## src/rtl/bcd_digit_pkg.sv

```systemverilog
package bcd_digit_pkg;
  typedef enum logic [1:0] {
    STEP_HOLD = 2'd0,
    STEP_INC  = 2'd1,
    STEP_DEC  = 2'd2
  } step_e;
endpackage

```

## src/rtl/bcd_edge_sense.sv

```systemverilog
module bcd_edge_sense #(
  parameter int STAGES = 2
) (
  input  logic clk,
  input  logic rst_n,
  input  logic pin_async,
  output logic lvl_sync,
  output logic rise
);
  // chain[STAGES-1] is the synchronized level; chain[STAGES] holds its previous value
  logic [STAGES:0] chain;

  genvar i;
  generate
    for (i = 0; i <= STAGES; i++) begin : g_stage
      if (i == 0) begin : g_first
        always_ff @(posedge clk or negedge rst_n) begin
          if (!rst_n) chain[0] <= 1'b1;
          else        chain[0] <= pin_async;
        end
      end else begin : g_next
        always_ff @(posedge clk or negedge rst_n) begin
          if (!rst_n) chain[i] <= 1'b1;
          else        chain[i] <= chain[i-1];
        end
      end
    end
  endgenerate

  assign lvl_sync = chain[STAGES-1];
  assign rise     = chain[STAGES-1] & ~chain[STAGES];
endmodule

```

## src/rtl/bcd_digit_core.sv

```systemverilog
module bcd_digit_core
  import bcd_digit_pkg::*;
#(
  parameter int DIGIT_W = 4,
  parameter int MAX_VAL = 9
) (
  input  logic               clk,
  input  logic               rst_n,
  input  logic               clr,
  input  logic               load_n,
  input  logic [DIGIT_W-1:0] din,
  input  logic               up_rise,
  input  logic               dn_rise,
  output logic [DIGIT_W-1:0] value
);
  localparam logic [DIGIT_W-1:0] TOP  = DIGIT_W'(MAX_VAL);
  localparam logic [DIGIT_W-1:0] ZERO = '0;
  localparam logic [DIGIT_W-1:0] ONE  = DIGIT_W'(1);

  step_e              step;
  logic [DIGIT_W-1:0] stepped;

  always_comb begin
    if (up_rise && !dn_rise)      step = STEP_INC;
    else if (dn_rise && !up_rise) step = STEP_DEC;
    else                          step = STEP_HOLD;
  end

  always_comb begin
    stepped = value;
    if (value > TOP) begin
      // an out-of-range word only ever leaves through zero
      if (step != STEP_HOLD) stepped = ZERO;
    end else begin
      case (step)
        STEP_INC: stepped = (value == TOP)  ? ZERO : value + ONE;
        STEP_DEC: stepped = (value == ZERO) ? TOP  : value - ONE;
        default:  stepped = value;
      endcase
    end
  end

  always_ff @(posedge clk or negedge rst_n) begin
    if (!rst_n)       value <= ZERO;
    else if (clr)     value <= ZERO;
    else if (!load_n) value <= din;
    else              value <= stepped;
  end
endmodule

```

## src/rtl/bcd_term_count.sv

```systemverilog
module bcd_term_count #(
  parameter int DIGIT_W = 4,
  parameter int MAX_VAL = 9
) (
  input  logic [DIGIT_W-1:0] value,
  input  logic               up_lvl,
  input  logic               dn_lvl,
  output logic               carry_n,
  output logic               borrow_n
);
  localparam logic [DIGIT_W-1:0] TOP = DIGIT_W'(MAX_VAL);

  assign carry_n  = ~((value == TOP) & ~up_lvl);
  assign borrow_n = ~((value == '0)  & ~dn_lvl);
endmodule

```

## src/rtl/bcd_updown_digit.sv

```systemverilog
module bcd_updown_digit #(
  parameter int DIGIT_W     = 4,
  parameter int MAX_VAL     = 9,
  parameter int SYNC_STAGES = 2
) (
  input  logic               clk,
  input  logic               rst_n,
  input  logic               clr,
  input  logic               load_n,
  input  logic [DIGIT_W-1:0] din,
  input  logic               cnt_up,
  input  logic               cnt_dn,
  output logic [DIGIT_W-1:0] value,
  output logic               carry_n,
  output logic               borrow_n
);
  logic up_lvl, up_rise, dn_lvl, dn_rise;

  bcd_edge_sense #(.STAGES(SYNC_STAGES)) up_sense_i (
    .clk(clk), .rst_n(rst_n), .pin_async(cnt_up), .lvl_sync(up_lvl), .rise(up_rise)
  );

  bcd_edge_sense #(.STAGES(SYNC_STAGES)) dn_sense_i (
    .clk(clk), .rst_n(rst_n), .pin_async(cnt_dn), .lvl_sync(dn_lvl), .rise(dn_rise)
  );

  bcd_digit_core #(.DIGIT_W(DIGIT_W), .MAX_VAL(MAX_VAL)) core_i (
    .clk(clk), .rst_n(rst_n), .clr(clr), .load_n(load_n), .din(din),
    .up_rise(up_rise), .dn_rise(dn_rise), .value(value)
  );

  bcd_term_count #(.DIGIT_W(DIGIT_W), .MAX_VAL(MAX_VAL)) term_i (
    .value(value), .up_lvl(up_lvl), .dn_lvl(dn_lvl),
    .carry_n(carry_n), .borrow_n(borrow_n)
  );
endmodule

```

## config.mk

```make
export PLATFORM = sky130hd
export DESIGN_NAME = bcd_updown_digit
export DESIGN_NICKNAME = d
export VERILOG_FILES = /design/src/rtl/bcd_digit_pkg.sv /design/src/rtl/bcd_edge_sense.sv /design/src/rtl/bcd_digit_core.sv /design/src/rtl/bcd_term_count.sv /design/src/rtl/bcd_updown_digit.sv
export SDC_FILE = /design/constraint.sdc
export NUM_CORES = 1
export LEC_CHECK = 0
export ABC_AREA = 1
export BUFFER_PORTS_ARGS = -buffer_cell sky130_fd_sc_hd__buf_2
export CAP_MARGIN = 30
export CORE_MARGIN = 1.5
export CORE_UTILIZATION = 50
export DETAILED_ROUTE_END_ITERATION = 10
export PLACE_DENSITY = 0.86
export SYNTH_ARGS = -nofsm -noshare
export SYNTH_HDL_FRONTEND = slang
export SYNTH_HIERARCHICAL = 1
export SYNTH_SLANG_ARGS = --single-unit
```

## constraint.sdc

```tcl
create_clock -name clk -period 1.7 [get_ports clk]
set_clock_uncertainty 0.05 [all_clocks]
set_input_delay 0 -clock clk [delete_from_list [all_inputs] [get_ports clk]]
set_output_delay 0 -clock clk [all_outputs]
set_load 0.02 [all_outputs]
```

==> flow_summary.toml, run 1 <==
[worst_setup_path]
rr_worst_depth = 10
slowest_delay_ns = 0.53
crit_chain = "inv_1 > nor2_2 > inv_1 > ha_1 > o21ai_2 > nand3_2 > nand2_1 > inv_2 > nand2_1 > nand2_1"
r2r-start = "dn_sense_i/lvl_sync$_DFF_PN1_"
crit_path_start_kind = "flop"
cp.depth = 10
cp-end-kind = "flop"
timing.critical_path.buf_inv = 3
cp.required_ns = 1.80
crit_path_frequent_cell = "nand2_1"
reg2reg_slack_ns = 0.09
critical_path.startpoint = "dn_sense_i/lvl_sync$_DFF_PN1_"
worstSetupPathType = "flop to flop"
crit_slowest_cell = "dfstp_2"
worst_path_dominant_cell_family = "flip-flops"
worst-endpoint-arrival_ns = 1.70
cp-endpoint = "core_i/value[0]$_DFFE_PN0P_"
rr_endpoint = "core_i/value[0]$_DFFE_PN0P_"
crit_fanout = 4

[global_routing]
grt_max_degree = 12
grt_pass1_vias = 553
grt_usage = 0.201
grt_first_pass_wirelength_um = 2080
gr-total-overflow = 0
antenna_found_initial = 0

[final_layout]
final_common_cell = "nand2_1"
drive_gt1_frac = 0.331
layout_common_cells = "nand2_1, inv_1, buf_2"
area_delta_synth_final_pct = 25.8
stdcell_count = 139
n_fill_cell = 112
final_area_um2 = 853
layout.nets = 137
n_antenna_cell = 0

[drt]
post_drt_via_cell_ratio = 4.56
first_pass_iters = 4
ant_nets = 0
avgRoutedWirePerCell_um = 9.96
wirelength_um = 1390
drt_iter0_drc = 13
drc = 0
vias = 634

[power_and_ir_drop]
ir_worst_vdd_uv = 538
power_uw = 628
p_leak_uw = 0.000481
power.density_mw_per_mm2 = 736

[clock_tree]
clock_sinks = 10
clk-insertion-delay-late_ns = 0.25
cts_max_path_buffers = 2
clk_pin_slew_ns = 0.06
h-tree-depth = 1
cts-root-buf = "clkbuf_4"
cts_buffers = 3
cts_tree = "yes"

[logic_synthesis]
synth_fp_nets = 114
synth_cells = 102
yosysSeqAreaShare = 0.380
yosys.area.top_type = "dfstp_2"
synth_area_leaders = "dfstp_2, nand2_1, dfrtp_1"
syn_area_um2 = 678
yosysWarnings = 6
synth.avg_cell_area_um2 = 6.65
ys_types = 21
ys_seq_elements = 10
synth_top_area_share = 0.232

[sta]
relSlewSlack = 0.713
setup_viol = 0
fin_crit_sh = 0.946
worstMarginPinSlew_ns = 0.431
report.final.slew_viol_count = 0
min_period_ns = 1.61
hold_violations = 0
fmax_mhz = 622

[min_path]
hold_class = "input pin to flop"
hold_depth = 5

[die]
coreArea_mm2 = 0.00128
rows = 13
die_w_um = 39.8
io-pin-count = 16
start_util = 0.528
dieArea_mm2 = 0.00159
die_h_um = 39.8

[placed_design]
place_area_um2 = 748
dp.final_hpwl_um = 997
gp_congestion = 0.757
port_buffers = 15
dp_cells = 129

[run_status]
status = "completed"

[run]
maxCapViolCount = 0
-- layer usage --
| metal | track usage | vias to the layer above | share of wire | wire length (um) |
|---|---|---|---|---|
| met4 | 0.103 | 0 | 0.0065 | 9 |
| met2 | 0.344 | 11 | 0.50 | 695 |
| met1 | 0.229 | 275 | 0.46 | 640 |
| met5 | 0 | - | 0 | 0 |
| li1 | - | 346 | - | - |
| met3 | 0.0455 | 2 | 0.028 | 39 |
-- synth_stat cells, drive strengths merged --
cell,count
dfstp,6
o21ai,3
ha,2
nand2,40
nor2,13
buf,3
clkinv,1
nand4,1
dfrtp,4
inv,19
a21oi,1
nand3b,1
nand3,8
-- worst register-to-register path: stages, from the launching register on --
cell and delay, ns:
dfstp_2 0.53, inv_1 0.05, nor2_2 0.14, inv_1 0.07, ha_1 0.21, o21ai_2 0.14
nand3_2 0.08, nand2_1 0.08, inv_2 0.06, nand2_1 0.05, nand2_1 0.05
-- power by group --
| group | switching [uW] | total [uW] | internal [uW] |
|---|---|---|---|
| Combinational | 101 | 173 | 71.6 |
| Clock | 68.7 | 159 | 90.1 |
| Sequential | 36.2 | 296 | 260 |
| Total | 206 | 628 | 422 |
-- sequential cells by signal, summed over array words and instances (netlist names) --
| register | cells |
|---|---|
| dn_sense_i/chain | 2 |
| up_sense_i/chain | 2 |
| core_i/value | 4 |
| dn_sense_i/lvl_sync | 1 |
| up_sense_i/lvl_sync | 1 |
-- worst min-delay path by stage --
stage / slack, ns / to / start
CTS: 0.005 / core_i/value[2]$_DFFE_PN0P_ / din[2]
detailed placement: -0.19 / core_i/value[1]$_DFFE_PN0P_ / rst_n
finish: 0.02 / core_i/value[0]$_DFFE_PN0P_ / din[0]
global route: 0.04 / core_i/value[1]$_DFFE_PN0P_ / din[1]
global placement: -0.19 / core_i/value[1]$_DFFE_PN0P_ / rst_n
floorplan: -0.35 / core_i/value[0]$_DFFE_PN0P_ / rst_n
-- cell families after synthesis --
family          synth area share
simple gates               0.402
buf+inv                    0.146
flops                      0.380
compound gates            0.0350
fa+ha+maj                 0.0369
-- cell type report --
class                           count  area, um^2  area share
Clock buffer                        4        26.3      0.0308
Inverter                           20        75.1      0.0880
Multi-Input combinational cell     69         345       0.405
Sequential cell                    10         258       0.302
Tap cell                           15        18.8      0.0220
Timing Repair Buffer               21         130       0.152
-- metrics by stage --
stage / TNS [ns] / worst slack, ns / utilization / hold WS [ns]
final: 0 / 0.0925 / 0.664 / 0.0181
after global routing: -0.0194 / -0.00527 / 0.664 / 0.0394
after CTS: 0 / 0.0718 / 0.634 / 0.00462
after detailed placement: 0 / 0.0754 / 0.582 / -0.188
after global placement: 0 / 0.122 / 0.582 / -0.191
after floorplan: 0 / 0.182 / - / -0.346
-- repair_timing --
item                                    4_1_cts  5_1_grt
resized for setup                             0        7
hold buffers                                  4        0
endpoints found under the setup margin        0        4
endpoints found under the hold margin        13        0
setup buffers                                 0        2
Note: power is estimated with default switching activity, not from simulation.
==> run 2: changes to the inputs <==
==> constraint.sdc (replaced) <==
create_clock -name clk -period 1.8 [get_ports clk]
set_clock_uncertainty 0.05 [all_clocks]
set_input_delay 0 -clock clk [delete_from_list [all_inputs] [get_ports clk]]
set_output_delay 0 -clock clk [all_outputs]
set_load 0.02 [all_outputs]
==> run 2 against run 1 <==
  * Wire length fell by 1.7%
  * Highest routed layer unchanged
  * Final cell count shrank 1.4%
  * Final area shrank 3.4%
  * Largest power group unchanged
  * Count of clock-buffer cells in the layout stayed put
  * Register-to-register slack better by 0.06 ns
==> flow_summary.toml, run 2 (synthesized netlist as in run 1, its figures left out) <==
[clock_tree]
clk-insertion-delay-late_ns = 0.26
h-tree-depth = 1
cts_resized = 0
cts_max_path_buffers = 2
cts-root-buf = "clkbuf_4"
cts_buffers = 3
clock_sinks = 10
cts_hold_repair.buffers = 4
post_cts_buffers = 0
cts_tree = "yes"
clk_pin_slew_ns = 0.06

[drt]
ant_nets = 0
vias = 622
first_pass_iters = 4
drc = 0
drt_iter0_drc = 11
post_drt_via_cell_ratio = 4.54
avgRoutedWirePerCell_um = 9.93
wirelength_um = 1360

[placed_design]
dp_cells = 129
preCtsSetupSlack_ns = 0.171
gp_congestion = 0.757
dp.final_hpwl_um = 1010
port_buffers = 15

[die]
rows = 13
start_util = 0.528
dieArea_mm2 = 0.00159
coreArea_mm2 = 0.00128
die_w_um = 39.8
die_h_um = 39.8
io-pin-count = 16

[final_layout]
drive_gt1_frac = 0.279
top_regs = "core_i/value (4), dn_sense_i/chain (2), up_sense_i/chain (2)"
layout_common_cells = "nand2_1, inv_1, buf_2"
stdcell_count = 137
n_antenna_cell = 0
n_fill_cell = 122
final_common_cell = "nand2_1"
area_delta_synth_final_pct = 21.6
largest-register = "core_i/value"
layout.nets = 135
largest_register_ffs = 4

[sta]
fin_ws_ns = 0.156
hold_violations = 0
rsz0062_at_grt = "false"
relSlewSlack = 0.710
fin_crit_sh = 0.913
report.final.slew_viol_count = 0
fmax_mhz = 608
worstMarginPinSlew_ns = 0.434
setup_viol = 0
fin_setup_tns_ns = 0
min_period_ns = 1.64

[global_routing]
grt_first_pass_wirelength_um = 2160
grt_max_degree = 12
gr-total-overflow = 0
antenna_found_initial = 0
grt_usage = 0.217
grt_pass1_vias = 523

[worst_setup_path]
cp-end-kind = "flop"
rr_endpoint = "core_i/value[1]$_DFFE_PN0P_"
r2r-start = "up_sense_i/lvl_sync$_DFF_PN1_"
crit_path_start_kind = "flop"
crit_chain = "inv_1 > nor2_2 > inv_1 > ha_1 > o21ai_1 > nand3_2 > nand2_1 > inv_2 > nand2_1 > nand2_1"
crit_fanout = 5
crit_slowest_cell = "dfstp_2"
cp.required_ns = 1.90
reg2reg_slack_ns = 0.16
worstSetupPathType = "flop to flop"
worst-endpoint-arrival_ns = 1.75
crit_path_frequent_cell = "nand2_1"
rr_worst_depth = 10
slowest_delay_ns = 0.54

[power_and_ir_drop]
power_uw = 625
seqPwrFrac = 0.449
netSwitchingPower_uw = 196
power.density_mw_per_mm2 = 758
clkPwrFrac = 0.310
p_sw_frac = 0.313
internal_power_uw = 430
power_frac_comb = 0.241
ir_worst_vdd_uv = 737
p_leak_uw = 0.000474

[min_path]
hold_depth = 5
hp-start = "din[2]"
min_to = "core_i/value[2]$_DFFE_PN0P_"
hold_class = "input pin to flop"

[run_status]
status = "completed"

[run]
maxCapViolCount = 0
-- run 2: per-layer routing --
metal	track usage	up-vias	wire length [um]
li1	-	343	-
met2	0.344	13	662
met1	0.262	262	625
met3	0.0341	4	38
met4	0.155	0	34
met5	0	-	0
-- run 2: metrics by stage --
stage          hold WS (ns)   util  instance area, um^2
3_5_place_dp         -0.189  0.582                  748
3_3_place_gp         -0.191  0.582                  748
6_report             0.0105  0.642                  825
2_1_floorplan        -0.346      -                  678
5_1_grt              0.0252  0.642                  825
4_1_cts             0.00364  0.642                  825
-- run 2: worst max path at each step --
stage	depth (start not counted)	end	startpoint
finish	10	core_i/value[1]$_DFFE_PN0P_	up_sense_i/lvl_sync$_DFF_PN1_
detailed placement	10	core_i/value[1]$_DFFE_PN0P_	up_sense_i/lvl_sync$_DFF_PN1_
CTS	10	core_i/value[1]$_DFFE_PN0P_	up_sense_i/lvl_sync$_DFF_PN1_
floorplan	10	core_i/value[3]$_DFFE_PN0P_	up_sense_i/lvl_sync$_DFF_PN1_
global placement	10	core_i/value[1]$_DFFE_PN0P_	up_sense_i/lvl_sync$_DFF_PN1_
global route	10	core_i/value[3]$_DFFE_PN0P_	up_sense_i/lvl_sync$_DFF_PN1_
-- run 2: power groups by stage --
stage / sequential (uW) / combinational, uW / clock (uW)
finish: 280 / 151 / 194
floorplan: 275 / 115 / 0
global route: 284 / 173 / 214
global placement: 282 / 140 / 0
CTS: 281 / 151 / 201
detailed placement: 284 / 144 / 0
-- run 2: worst max-delay path, delay by kind of cell (launching register included) --
| kind | cells | cell delay, ns |
|---|---|---|
| compound gates | 1 | 0.17 |
| fa+ha+maj | 1 | 0.24 |
| buf+inv | 3 | 0.16 |
| flops | 1 | 0.54 |
| simple gates | 5 | 0.38 |
-- run 2: layout make-up --
type                            count  area [um^2]  share of cell area
Clock buffer                        4         36.3              0.0440
Inverter                           20         75.1              0.0910
Multi-Input combinational cell     69          322               0.390
Sequential cell                    10          258               0.313
Tap cell                           15         18.8              0.0228
Timing Repair Buffer               19          115               0.140
==> run 3: changes to the inputs <==
--- a/config.mk
+++ b/config.mk
@@ -11,6 +11,7 @@
 export CORE_MARGIN = 1.5
 export CORE_UTILIZATION = 50
 export DETAILED_ROUTE_END_ITERATION = 10
+export HOLD_SLACK_MARGIN = 0.12
 export PLACE_DENSITY = 0.86
 export SYNTH_ARGS = -nofsm -noshare
 export SYNTH_HDL_FRONTEND = slang
==> constraint.sdc (replaced) <==
create_clock -name clk -period 1.8 [get_ports clk]
set_clock_uncertainty 0.05 [all_clocks]
set_input_delay 0 -clock clk [delete_from_list [all_inputs] [get_ports clk]]
set_output_delay 0 -clock clk [all_outputs]
set_load 0.05 [all_outputs]
==> run 3 against run 2 <==
  * Count of clock-buffer cells in the layout stayed put
  * Sequential share of layout area is 2.8 points lower
  * Sequential power hardly changed
  * Worst hold slack better by 0.17 ns
  * Clock power hardly changed
  * Maximum frequency hardly changed
  * Wire length is 17% higher
  * Flip-flop and latch count stayed put
  * Non-clock buffer count is 8 higher
  * Combinational power is 30% higher
  * Utilization is 6.2 points higher
  * Global-route usage is 2.5 points higher
  * Largest power group unchanged
  * Highest routed layer unchanged
==> flow_summary.toml, run 3 (synthesized netlist as in run 1, its figures left out) <==
[placed_design]
dp.final_hpwl_um = 1010
gp_congestion = 0.757
preCtsSetupSlack_ns = 0.171
dp_cells = 129
port_buffers = 15

[clock_tree]
h-tree-depth = 1
clk_pin_slew_ns = 0.06
clock_sinks = 10
cts-root-buf = "clkbuf_4"
cts_resized = 0
clk-insertion-delay-late_ns = 0.26
cts_tree = "yes"
cts_buffers = 3
cts_max_path_buffers = 2

[sta]
setup_viol = 0
worstMarginPinSlew_ns = 0.437
report.final.slew_viol_count = 0
hold_violations = 0
fin_setup_tns_ns = 0
rsz0062_at_grt = "false"
fmax_mhz = 608
fin_crit_sh = 0.914
fin_ws_ns = 0.155
min_period_ns = 1.65
relSlewSlack = 0.708

[final_layout]
layout_common_cells = "nand2_1, inv_1, buf_2"
area_delta_synth_final_pct = 33.4
top_regs = "core_i/value (4), dn_sense_i/chain (2), up_sense_i/chain (2)"
n_fill_cell = 101
drive_gt1_frac = 0.262
largest-register = "core_i/value"
final_common_cell = "nand2_1"
n_antenna_cell = 0
stdcell_count = 145
multiInputGateArea_um2 = 322
largest_register_ffs = 4
regArea_um2 = 258
layout.nets = 143

[power_and_ir_drop]
p_leak_uw = 0.000503
power.density_mw_per_mm2 = 743
power_uw = 672
power_frac_comb = 0.292
netSwitchingPower_uw = 231
p_sw_frac = 0.343
internal_power_uw = 441
clkPwrFrac = 0.290
ir_worst_vdd_uv = 750
seqPwrFrac = 0.418

[worst_setup_path]
cp-end-kind = "flop"
worstSetupPathType = "flop to flop"
crit_fanout = 5
crit_path_start_kind = "flop"
worst-endpoint-arrival_ns = 1.75
cp.required_ns = 1.91

[run]
maxCapViolCount = 0

[die]
start_util = 0.528
die_h_um = 39.8
coreArea_mm2 = 0.00128
dieArea_mm2 = 0.00159
io-pin-count = 16
die_w_um = 39.8
rows = 13

[drt]
post_drt_via_cell_ratio = 4.81
first_pass_iters = 4
drt_iter0_drc = 21
wirelength_um = 1590
ant_nets = 0
drc = 0
vias = 697
avgRoutedWirePerCell_um = 11.0

[global_routing]
gr-total-overflow = 0
use_met1 = 0.280
antenna_found_initial = 0
grt_use_met2 = 0.385
grt_max_degree = 12
grt_usage = 0.242
met3_usage = 0.0398
busiest_layer = "met2"
grt_pass1_vias = 579
grt_first_pass_wirelength_um = 2400

[min_path]
hold_class = "input pin to flop"

[run_status]
status = "completed"
==> run 3: changes by cell type in the layout (fill, tap and decap cells not counted) <==
cell,before,now
dlygate4sd3_1,4,12
==> run 3: final cells by class <==
| type | instances | area share |
|---|---|---|
| multi-input combinational | 69 | 0.355 |
| sequential | 10 | 0.285 |
| timing repair buffer | 27 | 0.216 |
| inverter | 20 | 0.0830 |
| clock buffer | 4 | 0.0401 |
| tap | 15 | 0.0207 |
==> run 3: stage by stage <==
step / cell area (um^2) / hold slack (ns) / util
6_report: 905 / 0.180 / 0.704
5_1_grt: 905 / 0.202 / 0.704
4_1_cts: 905 / 0.130 / 0.704
3_5_place_dp: 748 / -0.189 / 0.582
3_3_place_gp: 748 / -0.191 / 0.582
2_1_floorplan: 678 / -0.346 / -
==> run 3: routing by layer <==
metal,up-vias,share of wire
met5,-,0
met4,0,0.052
met3,8,0.055
met2,31,0.48
met1,300,0.41
li1,358,-
==> run 3: power by group through the flow <==
| stage | clock network [uW] | logic [uW] | registers, uW |
|---|---|---|---|
| 2_1_floorplan | 0 | 123 | 295 |
| 3_5_place_dp | 0 | 172 | 284 |
| 5_1_grt | 214 | 217 | 284 |
| 4_1_cts | 201 | 193 | 281 |
| 3_3_place_gp | 0 | 169 | 282 |
| 6_report | 195 | 196 | 281 |
==> run 3: final timing paths <==
check                                         startpoint                       endpoint  slack [ns]  cells past startpoint
setup reg to reg           up_sense_i/lvl_sync$_DFF_PN1_    core_i/value[1]$_DFFE_PN0P_        0.15                     10
setup / recovery           up_sense_i/lvl_sync$_DFF_PN1_    core_i/value[1]$_DFFE_PN0P_        0.15                     10
hold / removal                                    load_n    core_i/value[0]$_DFFE_PN0P_        0.18                      5
min in group asynchronous                          rst_n  dn_sense_i/chain[0]$_DFF_PN1_        0.23                      2
max in group asynchronous                          rst_n    core_i/value[3]$_DFFE_PN0P_        0.85                      3
hold reg to reg            up_sense_i/chain[0]$_DFF_PN1_  up_sense_i/lvl_sync$_DFF_PN1_        0.31                      0
==> run 3: timing repair <==
item / CTS / global route
hold buffers: 12 / 0
hold endpoints to repair: 16 / 0
buffers inserted: 0 / 0
==> run 3: critical path, cell delays in order, from the launching register on <==
cell	delay, ns
dfstp_2	0.54
inv_1	0.05
nor2_2	0.10
inv_1	0.06
ha_1	0.24
o21ai_1	0.17
nand3_2	0.08
nand2_1	0.08
inv_2	0.05
nand2_1	0.07
nand2_1	0.05
